===== src/rtl/fwid_pkg.sv =====
package fwid_pkg;
  localparam int unsigned SP_EXP_W = 8;
  localparam int unsigned SP_MAN_W = 23;
  localparam int unsigned DP_EXP_W = 11;
  localparam int unsigned DP_MAN_W = 52;

  typedef enum logic [2:0] {
    FC_ZERO,
    FC_SUB,
    FC_NORM,
    FC_INF,
    FC_NAN
  } fcls_e;
endpackage


===== src/rtl/fwid_byte_asm.sv =====
module fwid_byte_asm #(
  parameter int unsigned W = 32
) (
  input  logic [W-1:0] bytes_i,
  output logic [W-1:0] word_o
);
  localparam int unsigned NB = W / 8;

  // lane 0 = lowest address = most significant byte
  for (genvar i = 0; i < NB; i++) begin : g_lane
    assign word_o[W-1-8*i -: 8] = bytes_i[8*i +: 8];
  end
endmodule


===== src/rtl/fwid_lzc.sv =====
module fwid_lzc #(
  parameter int unsigned W  = 23,
  parameter int unsigned CW = $clog2(W + 1)
) (
  input  logic [W-1:0]  data_i,
  output logic [CW-1:0] cnt_o
);
  always_comb begin
    cnt_o = CW'(W);
    for (int i = 0; i < W; i++) begin
      if (data_i[i]) cnt_o = CW'(W - 1 - i);
    end
  end
endmodule


===== src/rtl/fwid_conv.sv =====
module fwid_conv
  import fwid_pkg::*;
#(
  parameter int unsigned SE = SP_EXP_W,
  parameter int unsigned SM = SP_MAN_W,
  parameter int unsigned DE = DP_EXP_W,
  parameter int unsigned DM = DP_MAN_W
) (
  input  logic [SE+SM:0] sp_i,
  output logic [DE+DM:0] dp_o
);
  localparam int unsigned BIAS_D = (1 << (DE - 1)) - (1 << (SE - 1));
  localparam int unsigned CW     = $clog2(SM + 1);
  localparam int unsigned PAD    = DM - SM;

  logic          sgn;
  logic [SE-1:0] e_in;
  logic [SM-1:0] m_in;
  assign {sgn, e_in, m_in} = sp_i;

  logic [CW-1:0] lz;
  fwid_lzc #(.W(SM), .CW(CW)) u_lzc (
    .data_i (m_in),
    .cnt_o  (lz)
  );

  fcls_e cls;
  always_comb begin
    if (e_in == '0)      cls = (m_in == '0) ? FC_ZERO : FC_SUB;
    else if (&e_in)      cls = (m_in == '0) ? FC_INF  : FC_NAN;
    else                 cls = FC_NORM;
  end

  // drop leading one of subnormal fraction
  logic [SM-1:0] m_norm;
  assign m_norm = m_in << (lz + CW'(1));

  logic [DE-1:0] e_out;
  logic [DM-1:0] m_out;
  always_comb begin
    e_out = '0;
    m_out = '0;
    case (cls)
      FC_ZERO: begin
        e_out = '0;
        m_out = '0;
      end
      FC_SUB: begin
        e_out = DE'(BIAS_D) - DE'(lz);
        m_out = {m_norm, {PAD{1'b0}}};
      end
      FC_NORM: begin
        e_out = DE'(e_in) + DE'(BIAS_D);
        m_out = {m_in, {PAD{1'b0}}};
      end
      default: begin // FC_INF, FC_NAN: payload and quiet bit untouched
        e_out = '1;
        m_out = {m_in, {PAD{1'b0}}};
      end
    endcase
  end

  assign dp_o = {sgn, e_out, m_out};
endmodule


===== src/rtl/fwid_pipe.sv =====
module fwid_pipe #(
  parameter int unsigned W   = 64,
  parameter int unsigned LAT = 2
) (
  input  logic         clk_i,
  input  logic         rst_ni,
  input  logic         vld_i,
  input  logic [W-1:0] data_i,
  output logic         vld_o,
  output logic [W-1:0] data_o
);
  if (LAT == 0) begin : g_comb
    assign vld_o  = vld_i;
    assign data_o = data_i;
  end else begin : g_reg
    logic [LAT-1:0] vld_q;
    logic [W-1:0]   data_q [LAT];

    for (genvar s = 0; s < LAT; s++) begin : g_stage
      logic         v_in;
      logic [W-1:0] d_in;
      if (s == 0) begin : g_first
        assign v_in = vld_i;
        assign d_in = data_i;
      end else begin : g_next
        assign v_in = vld_q[s-1];
        assign d_in = data_q[s-1];
      end

      always_ff @(posedge clk_i or negedge rst_ni) begin
        if (!rst_ni) begin
          vld_q[s]  <= 1'b0;
          data_q[s] <= '0;
        end else begin
          vld_q[s] <= v_in;
          if (v_in) data_q[s] <= d_in;
        end
      end
    end

    assign vld_o  = vld_q[LAT-1];
    assign data_o = data_q[LAT-1];
  end
endmodule


===== src/rtl/fwiden_top.sv =====
module fwiden_top
  import fwid_pkg::*;
#(
  parameter int unsigned SE  = SP_EXP_W,
  parameter int unsigned SM  = SP_MAN_W,
  parameter int unsigned DE  = DP_EXP_W,
  parameter int unsigned DM  = DP_MAN_W,
  parameter int unsigned LAT = 2
) (
  input  logic             clk_i,
  input  logic             rst_ni,
  input  logic             vld_i,
  input  logic [SE+SM:0]   mem_bytes_i,
  output logic             vld_o,
  output logic [DE+DM:0]   res_o
);
  localparam int unsigned IN_W   = 1 + SE + SM;
  localparam int unsigned OUT_W  = 1 + DE + DM;
  localparam int unsigned BIAS_D = (1 << (DE - 1)) - (1 << (SE - 1));

  logic [IN_W-1:0]  sp_word;
  logic [OUT_W-1:0] dp_word;

  fwid_byte_asm #(.W(IN_W)) u_asm (
    .bytes_i (mem_bytes_i),
    .word_o  (sp_word)
  );

  fwid_conv #(.SE(SE), .SM(SM), .DE(DE), .DM(DM)) u_conv (
    .sp_i (sp_word),
    .dp_o (dp_word)
  );

  fwid_pipe #(.W(OUT_W), .LAT(LAT)) u_pipe (
    .clk_i  (clk_i),
    .rst_ni (rst_ni),
    .vld_i  (vld_i),
    .data_i (dp_word),
    .vld_o  (vld_o),
    .data_o (res_o)
  );

  logic [SE-1:0] a_e;
  logic [SM-1:0] a_m;
  logic [DE-1:0] a_de;
  logic [DM-1:0] a_dm;
  assign a_e  = sp_word[IN_W-2 -: SE];
  assign a_m  = sp_word[SM-1:0];
  assign a_de = dp_word[OUT_W-2 -: DE];
  assign a_dm = dp_word[DM-1:0];

  // sign comes from top bit of lowest-address byte
  p_sign_lane0_r1: assert property (@(posedge clk_i) disable iff (!rst_ni)
    vld_i |-> dp_word[OUT_W-1] == mem_bytes_i[7]);

  p_zero_signed_r4: assert property (@(posedge clk_i) disable iff (!rst_ni)
    (vld_i && a_e == '0 && a_m == '0) |-> dp_word[OUT_W-2:0] == '0);

  p_sub_normal_r6: assert property (@(posedge clk_i) disable iff (!rst_ni)
    (vld_i && a_e == '0 && a_m != '0) |->
      (a_de != '0 && a_de <= DE'(BIAS_D)));

  p_inf_exp_r7: assert property (@(posedge clk_i) disable iff (!rst_ni)
    (vld_i && (&a_e) && a_m == '0) |-> ((&a_de) && a_dm == '0));

  p_snan_kept_r8: assert property (@(posedge clk_i) disable iff (!rst_ni)
    (vld_i && (&a_e) && a_m != '0 && !a_m[SM-1]) |->
      ((&a_de) && !a_dm[DM-1] && a_dm != '0));

  p_norm_exp_r5: assert property (@(posedge clk_i) disable iff (!rst_ni)
    (vld_i && a_e != '0 && !(&a_e)) |-> a_de > DE'(BIAS_D));
endmodule


===== config.mk =====
export PLATFORM = sky130hd
export DESIGN_NAME = fwiden_top
export DESIGN_NICKNAME = d
export VERILOG_FILES = /design/src/rtl/fwid_pkg.sv /design/src/rtl/fwid_byte_asm.sv /design/src/rtl/fwid_lzc.sv /design/src/rtl/fwid_conv.sv /design/src/rtl/fwid_pipe.sv /design/src/rtl/fwiden_top.sv
export SDC_FILE = /design/constraint.sdc
export NUM_CORES = 1
export LEC_CHECK = 0
export BUFFER_PORTS_ARGS = -buffer_cell sky130_fd_sc_hd__clkbuf_2
export CAP_MARGIN = 10
export CORE_ASPECT_RATIO = 0.8
export CORE_MARGIN = 4
export CORE_UTILIZATION = 60
export DETAILED_ROUTE_END_ITERATION = 12
export GPL_TIMING_DRIVEN = 0
export PLACE_DENSITY = 0.81
export SKIP_CTS_REPAIR_TIMING = 1
export SLEW_MARGIN = 20
export SYNTH_ARGS = -nofsm -noshare
export SYNTH_HDL_FRONTEND = slang
export SYNTH_HIERARCHICAL = 1
export SYNTH_SLANG_ARGS = --single-unit

===== constraint.sdc =====
create_clock -name clk_i -period 1.3 [get_ports clk_i]
set_input_delay 0.325 -clock clk_i [delete_from_list [all_inputs] [get_ports clk_i]]
set_output_delay 0.325 -clock clk_i [all_outputs]
set_load 0.005 [all_outputs]

==> results.md, run 1 <==
- Register area: 0.00325 mm2
- CTS tree: built
- Largest net degree at the start of global routing: 90
- Syn-to-layout area delta: 30.2%
- Reg-to-reg slack, setup: roughly 0.11 ns
- Total gr overflow: 0
- CTS clk-pin slew, worst paths: about 0.060 ns
- Initial antenna violation count: 0
- Slew Viols, Final: 0
- Vias in the first global route: between 5000 and 6000
- Number of synthesized register bits: 130
- Synthesized cell area: 0.00780 mm2
- Total CTS buffers: 17
- Skew-Pair Late Insertion Delay: 0.41 ns
- Outcome: finished with violations
- Synth top area cells: dfrtp_1, mux2_4, buf_4
- Clock root buffer: clkbuf_16
- Cell count after synthesis: 595
- Final min period: 3.41 ns
- Antenna viol nets, final: 0
- Area of the multi-input gates: 0.00436 mm2
- Worst clock skew: 0.0110 ns
- Post-synth EDFFs: 0
- Avg Synthesized Cell Area: 13.1 um2
- Die Y: 110 um
- Rel. slew slack: 0.551
- IO buf count: 67
- Worst-path fanout max: 6
- Layout Utilization: 0.818
- R2r startpoint: u_pipe/g_reg.g_stage[1].v_in$_DFF_PN0_
- Area leader, netlist: dfrtp_1
- Pre-CTS WS: -2.86 ns
- DR vias: roughly 5500
- Setup ws final: -2.11 ns
- Peak supply drop: 1.04 mV
- Dominant synthesized flop cell: dfrtp_1
- CP endpoint kind: flip-flop
- HP Class: input port to flip-flop
- Die X: approximately 140 um
- Synth async-reset ratio: 1.00
- Net count, final: 786
- Leakage Power: between 4 and 5 nW
- I/O pin count: 100
- Critical path origin: mem_bytes_i[25]
- YS warnings: 6
- Worst setup SP type: input port
- Core area: approximately 0.012 mm2
- Pwr Density: about 1300 mW/mm2
- First drt pass iteration count: 5
- Max Clock Freq: between 200 and 300 MHz
- First-pass GRT wire length: 30.4 mm
- Via/cell ratio: between 5 and 6
- Antenna Cells: 0
- CP Data Required Time: 1.59 ns
- Failing checks: negative setup slack
- RSZ-0062 raised after global routing: true
- Detailed Place HPWL: roughly 13 mm
- GRT Util Overall: 0.266
- Setup TNS: -50.20 ns
- Worst Path Arrival: around 3.7 ns
- Final wirelength: 20.3 mm
- Layout Cell Area excl Fill: 0.0102 mm2
- DRC viols: 0
- FP Rows: 36
- Classification of the worst setup path: input port to flip-flop
- Routed WL per cell: 21.8 um
- Max-capacitance violation count: 0
- Crit Reg-Reg Endpoint: u_pipe/data_o[12]$_DFFE_PN0P_
- Full die area: roughly 0.015 mm2
- First DRT Iteration DRCs: 461
- H-tree depth: 4
- Final Hold Fails: 0
- Register area share after synthesis: 0.417
- Slew at the pin closest to its max-slew limit: 0.674 ns
- Clk buf depth: 2
- Placer Congestion: between 0.9 and 1
- Fill cell count: ~690
- Tot Pwr: 12.9 mW
- Fraction of layout cells with a size suffix above 1: 0.594
- CP endpoint: u_pipe/g_reg.g_stage[1].d_in[47]$_DFFE_PN0P_
- Final Setup Violations: 33
- Initial core utilization: 0.628
- Clock sink count: 130
- Synth top area share: 0.417
- Worst reg-to-reg path cell count: 3
- Placed cell area: 0.00862 mm2
- Distinct cells, synth: between 50 and 60
- Fin crit share: 2.62
logic make-up (layout without fill, tap and decap cells):
| family | Yosys count | count (layout) | synth area share |
|---|---|---|---|
| buf+inv | 103 | 241 | 0.110 |
| mux | 185 | 185 | 0.332 |
| compound gates | 66 | 66 | 0.0636 |
| simple gates | 100 | 100 | 0.0617 |
| fa+ha+maj | 2 | 2 | 0.00321 |
| other cells | 1 | 29 | 0.000480 |
| flops | 130 | 130 | 0.417 |
| xor+xnor | 8 | 8 | 0.0123 |
cell usage after synthesis, types with 2 or more instances:
cell type,n
a21oi_1,6
inv_1,8
clkbuf_1,7
a22o_1,6
dfrtp_1,130
nor3_1,10
and2_1,2
nand3_1,5
nor2_1,21
nand4_1,3
a21o_1,8
mux2_2,26
nand2b_1,4
nand2_1,33
o22ai_1,2
or4_1,2
buf_2,6
buf_4,66
o31ai_1,2
nor4_1,11
nor2b_1,3
buf_6,3
xor2_1,2
xnor2_1,4
ha_1,2
or2_2,2
a31oi_1,2
buf_12,12
o221ai_1,5
mux2_4,120
a32o_1,5
o211ai_1,3
mux4_2,7
a211oi_1,2
o21ai_0,12
mux2i_1,31
layer usage:
layer	share of wire	track usage
met1	0.42	0.366
met2	0.48	0.426
met3	0.079	0.0590
met4	0.018	0.0820
met5	0	0
registers in the layout (all words and copies together), names as in the netlist:
name,count
u_pipe/data_o,64
u_pipe/g_reg.g_stage.d_in,64
u_pipe/g_reg.g_stage.v_in,1
u_pipe/vld_o,1
worst max-delay path: stages:
cell and delay [ns]:
buf_12 0.07, buf_4 0.15, nor2_1 0.07, o311ai_2 0.33
a31oi_4 0.15, o41a_1 0.50, inv_2 0.10, ha_4 0.23
clkbuf_16 0.18, clkbuf_16 0.16, mux2_4 0.33, mux4_2 0.52
mux2i_1 0.18, o221ai_1 0.12, mux2_4 0.28
placed cells by master (no fill, tap or decap), drive strengths merged, types with 12 or more instances in the layout:
cell type,synthesis,final
nand2,33,33
mux2,146,146
o21ai,12,12
inv,9,14
buf,87,125
clkbuf,7,92
mux2i,31,31
dfrtp,130,130
nor2,21,21
conb,1,29
area by class of cell:
cell class                 count  share of cell area
multi-input combinational    390               0.429
clock buffer                  17              0.0419
inverter                       9             0.00455
tap                          171              0.0210
sequential                   130               0.320
timing repair buffer         107              0.0737
buffer                        94              0.0923
clock inverter                14              0.0175
worst min path at each step:
| stage | cells past startpoint | to | from | slack (ns) |
|---|---|---|---|---|
| finish | 1 | u_pipe/g_reg.g_stage[1].v_in$_DFF_PN0_ | vld_i | 0.05 |
| global route | 1 | u_pipe/g_reg.g_stage[1].v_in$_DFF_PN0_ | vld_i | 0.04 |
| CTS | 1 | u_pipe/data_o[37]$_DFFE_PN0P_ | rst_ni | -0.16 |
| detailed placement | 1 | u_pipe/data_o[37]$_DFFE_PN0P_ | rst_ni | 0.27 |
| global placement | 0 | u_pipe/vld_o$_DFF_PN0_ | u_pipe/g_reg.g_stage[1].v_in$_DFF_PN0_ | 0.38 |
| floorplan | 0 | u_pipe/data_o[0]$_DFFE_PN0P_ | rst_ni | 0.03 |
power by group:
part           total [mW]  leakage, nW  internal (mW)  switching (mW)
logic                3.14         3.05           1.82            1.32
clock network        4.90        0.301           3.04            1.86
registers            4.90         1.52           4.56           0.343
total                12.9         4.87           9.42            3.52
metrics by stage:
stage	hold slack, ns	std cells
floorplan	0.0294	623
global placement	0.377	861
detailed placement	0.270	862
CTS	-0.163	893
global route	0.0417	932
finish	0.0509	932
No activity file was read; power rests on OpenSTA's default activity.
==> run 2: changes to the inputs <==
--- a/config.mk
+++ b/config.mk
@@ -8,7 +8,7 @@
 export BUFFER_PORTS_ARGS = -buffer_cell sky130_fd_sc_hd__clkbuf_2
 export CAP_MARGIN = 10
 export CORE_ASPECT_RATIO = 0.8
-export CORE_MARGIN = 4
+export CORE_MARGIN = 8
 export CORE_UTILIZATION = 60
 export DETAILED_ROUTE_END_ITERATION = 12
 export GPL_TIMING_DRIVEN = 0
==> run 2 against run 1 <==
  * The flow still finishes with violations (negative setup slack)
  * Sequential power barely moved
  * Non-clock buffer count rose by 7
  * Flip-flop and latch count did not move
  * Register-to-register slack barely moved
  * Maximum frequency rose by 2.7%
  * First-iteration DRC count rose by 2.6%
  * Die area rose by 14%
  * Global-route usage fell by 3.3 points
  * Worst hold slack improved by 0.0098 ns
  * Via count fell by 1.4%
  * Combinational power rose by 4%
  * Total power fell by 0.80%
  * Critical endpoint is now u_pipe/g_reg.g_stage[1].d_in[45]$_DFFE_PN0P_
==> results.md, run 2 (synthesis results as in run 1) <==
- Most frequent cells in the layout: mux2_4, dfrtp_1, buf_4 (unchanged)
- Power share of the clock group: 0.366 (was 0.379)
- Initial core utilization: 0.611 (was 0.628)
- GRT Util Overall: 0.233 (was 0.266)
- Placer Congestion: 1.00 (was 0.927)
- Pre-CTS WS: -2.72 ns (was -2.86 ns)
- Layout Cell Area excl Fill: 0.0103 mm2 (was 0.0102 mm2)
- Clock root buffer: clkbuf_16 (unchanged)
- Most common cell after layout, fill and taps aside: mux2_4 (unchanged)
- Leakage Power: 4.89 nW (was 4.87 nW)
- Worst setup SP type: input port (unchanged)
- CTS clk-pin slew, worst paths: 0.06 ns (about the same)
- Final min period: 3.32 ns (was 3.41 ns)
- Hold wc startpoint: vld_i (unchanged)
- Placed cell area: 0.00863 mm2 (was 0.00862 mm2)
- Total gr overflow: 0 (unchanged)
- Clk buf depth: 2 (unchanged)
- Total CTS buffers: 17 (unchanged)
- IO buf count: 67 (unchanged)
- Reg-to-reg slack, setup: 0.11 ns (about the same)
- First DRT Iteration DRCs: 473 (was 461)
- DRC viols: 0 (unchanged)
- Failing checks: negative setup slack (unchanged)
- FP Rows: 37 (was 36)
- Clock sink count: 130 (unchanged)
- Hold depth: 1 (unchanged)
- I/O pin count: 100 (unchanged)
- Fill cell count: 720 (was 692)
- Antenna Cells: 0 (unchanged)
- Final wirelength: 20.4 mm (was 20.3 mm)
- Skew-Pair Late Insertion Delay: 0.40 ns (was 0.41 ns)
- CP endpoint kind: flip-flop (unchanged)
- Fraction of layout cells with a size suffix above 1: 0.603 (was 0.594)
- Syn-to-layout area delta: 32.2% (was 30.2%)
- Via/cell ratio: 5.74 (was 5.89)
- Routed WL per cell: 21.6 um (was 21.8 um)
- Detailed Place HPWL: 13.9 mm (was 13.4 mm)
- HP Class: input port to flip-flop (unchanged)
- Pwr Density: 1240 mW/mm2 (was 1270 mW/mm2)
- First drt pass iteration count: 5 (unchanged)
- Switching Fraction: 0.268 (was 0.272)
- Logic pwr share: 0.253 (was 0.243)
- R2r startpoint: u_pipe/g_reg.g_stage[1].v_in$_DFF_PN0_ (unchanged)
- Slew at the pin closest to its max-slew limit: 0.626 ns (was 0.674 ns)
- Core area: 0.0128 mm2 (was 0.0124 mm2)
- Rel. slew slack: 0.582 (was 0.551)
- Worst clock skew: 0.00740 ns (was 0.0110 ns)
- Peak supply drop: 0.991 mV (was 1.04 mV)
- Crit Reg-Reg Endpoint: u_pipe/data_o[47]$_DFFE_PN0P_ (was u_pipe/data_o[12]$_DFFE_PN0P_)
- Full die area: 0.0169 mm2 (was 0.0149 mm2)
- Max Clock Freq: 301 MHz (was 293 MHz)
- Register share of total power: 0.381 (was 0.379)
- Die Y: 118 um (was 110 um)
- Final Hold Fails: 0 (unchanged)
- Outcome: finished with violations (unchanged)
- Power Internal: 9.40 mW (was 9.42 mW)
- H-tree depth: 4 (unchanged)
- Worst Path Arrival: 3.60 ns (was 3.70 ns)
- Antenna viol nets, final: 0 (unchanged)
- RSZ-0062 raised after global routing: true (unchanged)
- Vias in the first global route: 5411 (was 5440)
- Net count, final: 793 (was 786)
- Die X: 144 um (was 136 um)
- Final Setup Violations: 33 (unchanged)
- CP Data Required Time: 1.58 ns (was 1.59 ns)
- CTS tree: built (unchanged)
- Worst reg-to-reg path cell count: 3 (unchanged)
- Initial antenna violation count: 0 (unchanged)
- Largest net degree at the start of global routing: 99 (was 90)
- Slew Viols, Final: 0 (unchanged)
- Setup ws final: -2.02 ns (was -2.11 ns)
- Max-capacitance violation count: 0 (unchanged)
- P_sw: 3.44 mW (was 3.52 mW)
- DR vias: 5413 (was 5491)
- Hold EP: u_pipe/g_reg.g_stage[1].v_in$_DFF_PN0_ (unchanged)
- First-pass GRT wire length: 30.6 mm (was 30.4 mm)
- Classification of the worst setup path: input port to flip-flop (unchanged)
- Worst-path fanout max: 7 (was 6)
- Fin crit share: 2.55 (was 2.62)
run 2: cell types whose count changed in the layout (fill, tap and decap cells not counted), sizes merged:
cell and delta:
buf +10, inv -3, clkinvlp +2, clkinv -1
bufinv -1
run 2: per-stage QoR:
step	TNS (ns)	hold WS, ns	utilization	std cells	total power, mW
finish	-48.36	0.0607	0.808	943	12.8
global route	-49.69	0.0431	0.808	943	13.4
CTS	-55.96	-0.195	0.721	897	12.3
detailed placement	-69.74	0.237	0.675	866	7.57
global placement	-318.50	0.378	0.672	865	7.48
floorplan	-51.89	0.0294	-	623	6.71
run 2: cell type report:
type | count | area [um2] | area share
well taps | 175 | 219 | 0.0212
clock inverters | 11 | 129 | 0.0125
repair buffers | 114 | 783 | 0.0759
clock buffers | 20 | 457 | 0.0443
inverters | 9 | 46.3 | 0.00449
plain buffers | 94 | 1000 | 0.0974
multi-input cells | 390 | 4430 | 0.429
flip-flops and latches | 130 | 3250 | 0.315
run 2: critical path, stage by stage:
cell and delay (ns):
buf_12 0.10, nand2b_4 0.14, a2111oi_4 0.39, o221ai_2 0.16
o311a_1 0.17, buf_6 0.17, clkinv_8 0.06, buf_12 0.11
ha_4 0.23, buf_12 0.15, mux2_4 0.31, mux4_2 0.50
nand2b_4 0.16, a21o_1 0.15, a22o_1 0.22, mux2_4 0.26
run 2: worst max path at each step:
stage                          startpoint                                            to  depth (start not counted)
final                     mem_bytes_i[25]  u_pipe/g_reg.g_stage[1].d_in[45]$_DFFE_PN0P_                         16
after global routing      mem_bytes_i[25]  u_pipe/g_reg.g_stage[1].d_in[45]$_DFFE_PN0P_                         16
after CTS                 mem_bytes_i[11]  u_pipe/g_reg.g_stage[1].d_in[44]$_DFFE_PN0P_                         17
after detailed placement  mem_bytes_i[11]  u_pipe/g_reg.g_stage[1].d_in[44]$_DFFE_PN0P_                         17
after global placement    mem_bytes_i[11]  u_pipe/g_reg.g_stage[1].d_in[44]$_DFFE_PN0P_                         17
after floorplan           mem_bytes_i[25]  u_pipe/g_reg.g_stage[1].d_in[45]$_DFFE_PN0P_                         16
run 2: per-layer routing:
| metal | track usage | share of wire | up-vias |
|---|---|---|---|
| met5 | 0 | 0 | - |
| met4 | 0.0630 | 0.018 | 0 |
| met3 | 0.0580 | 0.080 | 34 |
| met2 | 0.358 | 0.48 | 227 |
| met1 | 0.320 | 0.42 | 2759 |
| li1 | - | - | 2393 |
run 2: power by group through the flow:
stage,registers (mW),logic (mW),clock network (mW)
2_1_floorplan,4.88,1.83,0
3_3_place_gp,4.91,2.57,0
3_5_place_dp,4.95,2.62,0
4_1_cts,4.89,2.64,4.79
5_1_grt,4.94,3.44,4.98
6_report,4.89,3.25,4.70
==> run 3: changes to the inputs <==
--- a/config.mk
+++ b/config.mk
@@ -5,14 +5,14 @@
 export SDC_FILE = /design/constraint.sdc
 export NUM_CORES = 1
 export LEC_CHECK = 0
-export BUFFER_PORTS_ARGS = -buffer_cell sky130_fd_sc_hd__clkbuf_2
+export BUFFER_PORTS_ARGS = -buffer_cell sky130_fd_sc_hd__buf_4
 export CAP_MARGIN = 10
 export CORE_ASPECT_RATIO = 0.8
 export CORE_MARGIN = 8
-export CORE_UTILIZATION = 60
+export CORE_UTILIZATION = 54
 export DETAILED_ROUTE_END_ITERATION = 12
 export GPL_TIMING_DRIVEN = 0
-export PLACE_DENSITY = 0.81
+export PLACE_DENSITY = 0.77
 export SKIP_CTS_REPAIR_TIMING = 1
 export SLEW_MARGIN = 20
 export SYNTH_ARGS = -nofsm -noshare
==> constraint.sdc (replaced) <==
create_clock -name clk_i -period 2.9 [get_ports clk_i]
set_input_delay 0.725 -clock clk_i [delete_from_list [all_inputs] [get_ports clk_i]]
set_output_delay 0.725 -clock clk_i [all_outputs]
set_load 0.005 [all_outputs]
==> run 3 against run 2 <==
  * The flow still finishes with violations (negative setup slack)
  * Sequential share of layout area rose by 0.12 points
  * Global-route usage down 2.0 points
  * Cell count is 0.53% higher
  * Flip-flop and latch count stayed put
==> results.md, run 3 (synthesis results as in run 1) <==
- Skew-Pair Late Insertion Delay: 0.41 ns (was 0.40 ns)
- Peak supply drop: 0.480 mV (was 0.991 mV)
- Crit path cell chain: buf_4, nor2b_2, a2111oi_4, o221ai_2, o311a_1, buf_6, clkinv_8, buf_12, ha_4, clkbuf_16, mux2_2, mux4_2, nand2_1, nand2_2, a221o_1, mux2_4 (was buf_12, nand2b_4, a2111oi_4, o221ai_2, o311a_1, buf_6, clkinv_8, buf_12, ha_4, buf_12, mux2_4, mux4_2, nand2b_4, a21o_1, a22o_1, mux2_4)
- Worst setup SP type: input port (unchanged)
- First drt pass iteration count: 6 (was 5)
- Failing checks: negative setup slack (unchanged)
- First-pass GRT wire length: 30.5 mm (was 30.6 mm)
- First DRT Iteration DRCs: 501 (was 473)
- Initial antenna violation count: 0 (unchanged)
- Fin crit share: 1.29
- Power share of the clock group: 0.369 (was 0.366)
- Max-capacitance violation count: 0 (unchanged)
- Clk buf depth: 2 (unchanged)
- Die X: 150 um (was 144 um)
- Routed WL per cell: 21.2 um (was 21.6 um)
- Rel. slew slack: 0.491 (was 0.582)
- Initial core utilization: 0.550 (was 0.611)
- Worst-path fanout max: 8 (was 7)
- Clock sink count: 130 (unchanged)
- Detailed Place HPWL: 13.9 mm (about the same)
- RSZ-0062 raised after global routing: true (unchanged)
- Worst clock skew: 0.0102 ns (was 0.00740 ns)
- P_sw: 1.55 mW (was 3.44 mW)
- Core area: 0.0142 mm2 (was 0.0128 mm2)
- Total gr overflow: 0 (unchanged)
- Final Setup Violations: 23 (was 33)
- Most common cell after layout, fill and taps aside: buf_4 (was mux2_4)
- CP Data Required Time: 3.20 ns (was 1.58 ns)
- Max Clock Freq: 268 MHz
- IO buf count: 67 (unchanged)
- Vias in the first global route: 5337 (was 5411)
- Post-Layout Cell Count: 948 (was 943)
- Switching Fraction: 0.266 (was 0.268)
- Syn-to-layout area delta: 31.7% (was 32.2%)
- Crit-path max cell delay: 0.49 ns (was 0.50 ns)
- CTS clk-pin slew, worst paths: 0.06 ns (about the same)
- Power Internal: 4.26 mW (was 9.40 mW)
- H-tree depth: 4 (unchanged)
- Outcome: finished with violations (unchanged)
- CTS tree: built (unchanged)
- Total CTS buffers: 17 (unchanged)
- GRT Util Overall: 0.213 (was 0.233)
- I/O pin count: 100 (unchanged)
- Antenna viol nets, final: 0 (unchanged)
- Largest net degree at the start of global routing: 86 (was 99)
- Final Hold Fails: 0 (unchanged)
- Full die area: 0.0186 mm2 (was 0.0169 mm2)
- Setup TNS: -14.02 ns (was -48.36 ns)
- Placed insts: 875 (was 866)
- CP endpoint kind: flip-flop (unchanged)
- Net count, final: 788 (was 793)
- FP Rows: 39 (was 37)
- DR vias: 5296 (was 5413)
- HP Class: input port to async pin (was input port to flip-flop)
- Clock root buffer: clkbuf_16 (unchanged)
- CP max stage cell: mux4_2 (unchanged)
- Most frequent cells in the layout: buf_4, mux2_4, dfrtp_1 (was mux2_4, dfrtp_1, buf_4)
- Logic pwr share: 0.254 (was 0.253)
- Placer Congestion: 0.908 (was 1.00)
- Setup ws final: -0.827 ns (was -2.02 ns)
- Classification of the worst setup path: input port to flip-flop (unchanged)
- DRC viols: 0 (unchanged)
- Layout Utilization: 0.724 (was 0.808)
- Register share of total power: 0.378 (was 0.381)
- Leakage Power: 4.88 nW (was 4.89 nW)
- Pwr Density: 565 mW/mm2 (was 1240 mW/mm2)
- Die Y: 124 um (was 118 um)
- Fraction of layout cells with a size suffix above 1: 0.580 (was 0.603)
- Antenna Cells: 0 (unchanged)
- Final wirelength: 20.1 mm (was 20.4 mm)
- Slew Viols, Final: 0 (unchanged)
- Pre-CTS WS: -1.66 ns (was -2.72 ns)
- Slew at the pin closest to its max-slew limit: 0.763 ns (was 0.626 ns)
- Final min period: 3.73 ns
- Hold slack: 0.231 ns (was 0.0607 ns)
- Worst Path Arrival: 4.03 ns (was 3.60 ns)
- Via/cell ratio: 5.59 (was 5.74)
## run 3: cell count changes in the layout (fill, tap and decap cells not counted), moves of 4 or more
| cell | change |
|---|---|
| buf_4 | +67 |
| clkbuf_2 | -65 |
| mux2i_4 | -4 |
| nor4_2 | -5 |
| nor4_1 | +8 |
## run 3: worst max-delay path, delay by kind of cell
kind	cells	cell delay [ns]
mux	3	1.10
fa+ha+maj	1	0.32
compound gates	4	0.79
buf+inv	5	0.73
simple gates	3	0.36
## run 3: routing by layer
layer	track usage	wire length, um	vias to the layer above
met3	0.0516	1510	25
met2	0.325	9430	224
met4	0.0636	225	0
met5	0	0	-
li1	-	-	2392
met1	0.296	8900	2655
## run 3: path summary, 6_finish.rpt
kind / startpoint / to / slack (ns) / cells past startpoint
max: mem_bytes_i[27] / u_pipe/g_reg.g_stage[1].d_in[49]$_DFFE_PN0P_ / -0.83 / 16
min: rst_ni / u_pipe/g_reg.g_stage[1].d_in[14]$_DFFE_PN0P_ / 0.23 / 1
max reg2reg: u_pipe/g_reg.g_stage[1].v_in$_DFF_PN0_ / u_pipe/data_o[38]$_DFFE_PN0P_ / 1.68 / 3
min reg2reg: u_pipe/g_reg.g_stage[1].v_in$_DFF_PN0_ / u_pipe/vld_o$_DFF_PN0_ / 0.40 / 0
max in group asynchronous: rst_ni / u_pipe/data_o[63]$_DFFE_PN0P_ / 1.93 / 2
min in group clk_i: u_pipe/g_reg.g_stage[1].v_in$_DFF_PN0_ / u_pipe/vld_o$_DFF_PN0_ / 0.40 / 0
## run 3: area by class of cell
type	count	area [um2]
multi-input cells	390	4300
clock inverters	13	150
fillers	925	3920
flip-flops and latches	130	3250
inverters	9	46.3
clock buffers	19	453
plain buffers	94	928
well taps	184	230
repair buffers	109	917
## run 3: through the flow
stage / area [um2] / total power [mW]
floorplan: 8020 / 3.01
global route: 10300 / 6.05
CTS: 9390 / 5.65
detailed placement: 8780 / 3.47
finish: 10300 / 5.81
global placement: 8750 / 3.43
## run 3: power by group through the flow
| stage | Combinational (mW) | Clock, mW | Sequential [mW] |
|---|---|---|---|
| 6_report | 1.47 | 2.14 | 2.19 |
| 5_1_grt | 1.56 | 2.27 | 2.22 |
| 4_1_cts | 1.26 | 2.19 | 2.20 |
| 3_5_place_dp | 1.25 | 0 | 2.22 |
| 3_3_place_gp | 1.23 | 0 | 2.20 |
| 2_1_floorplan | 0.818 | 0 | 2.19 |
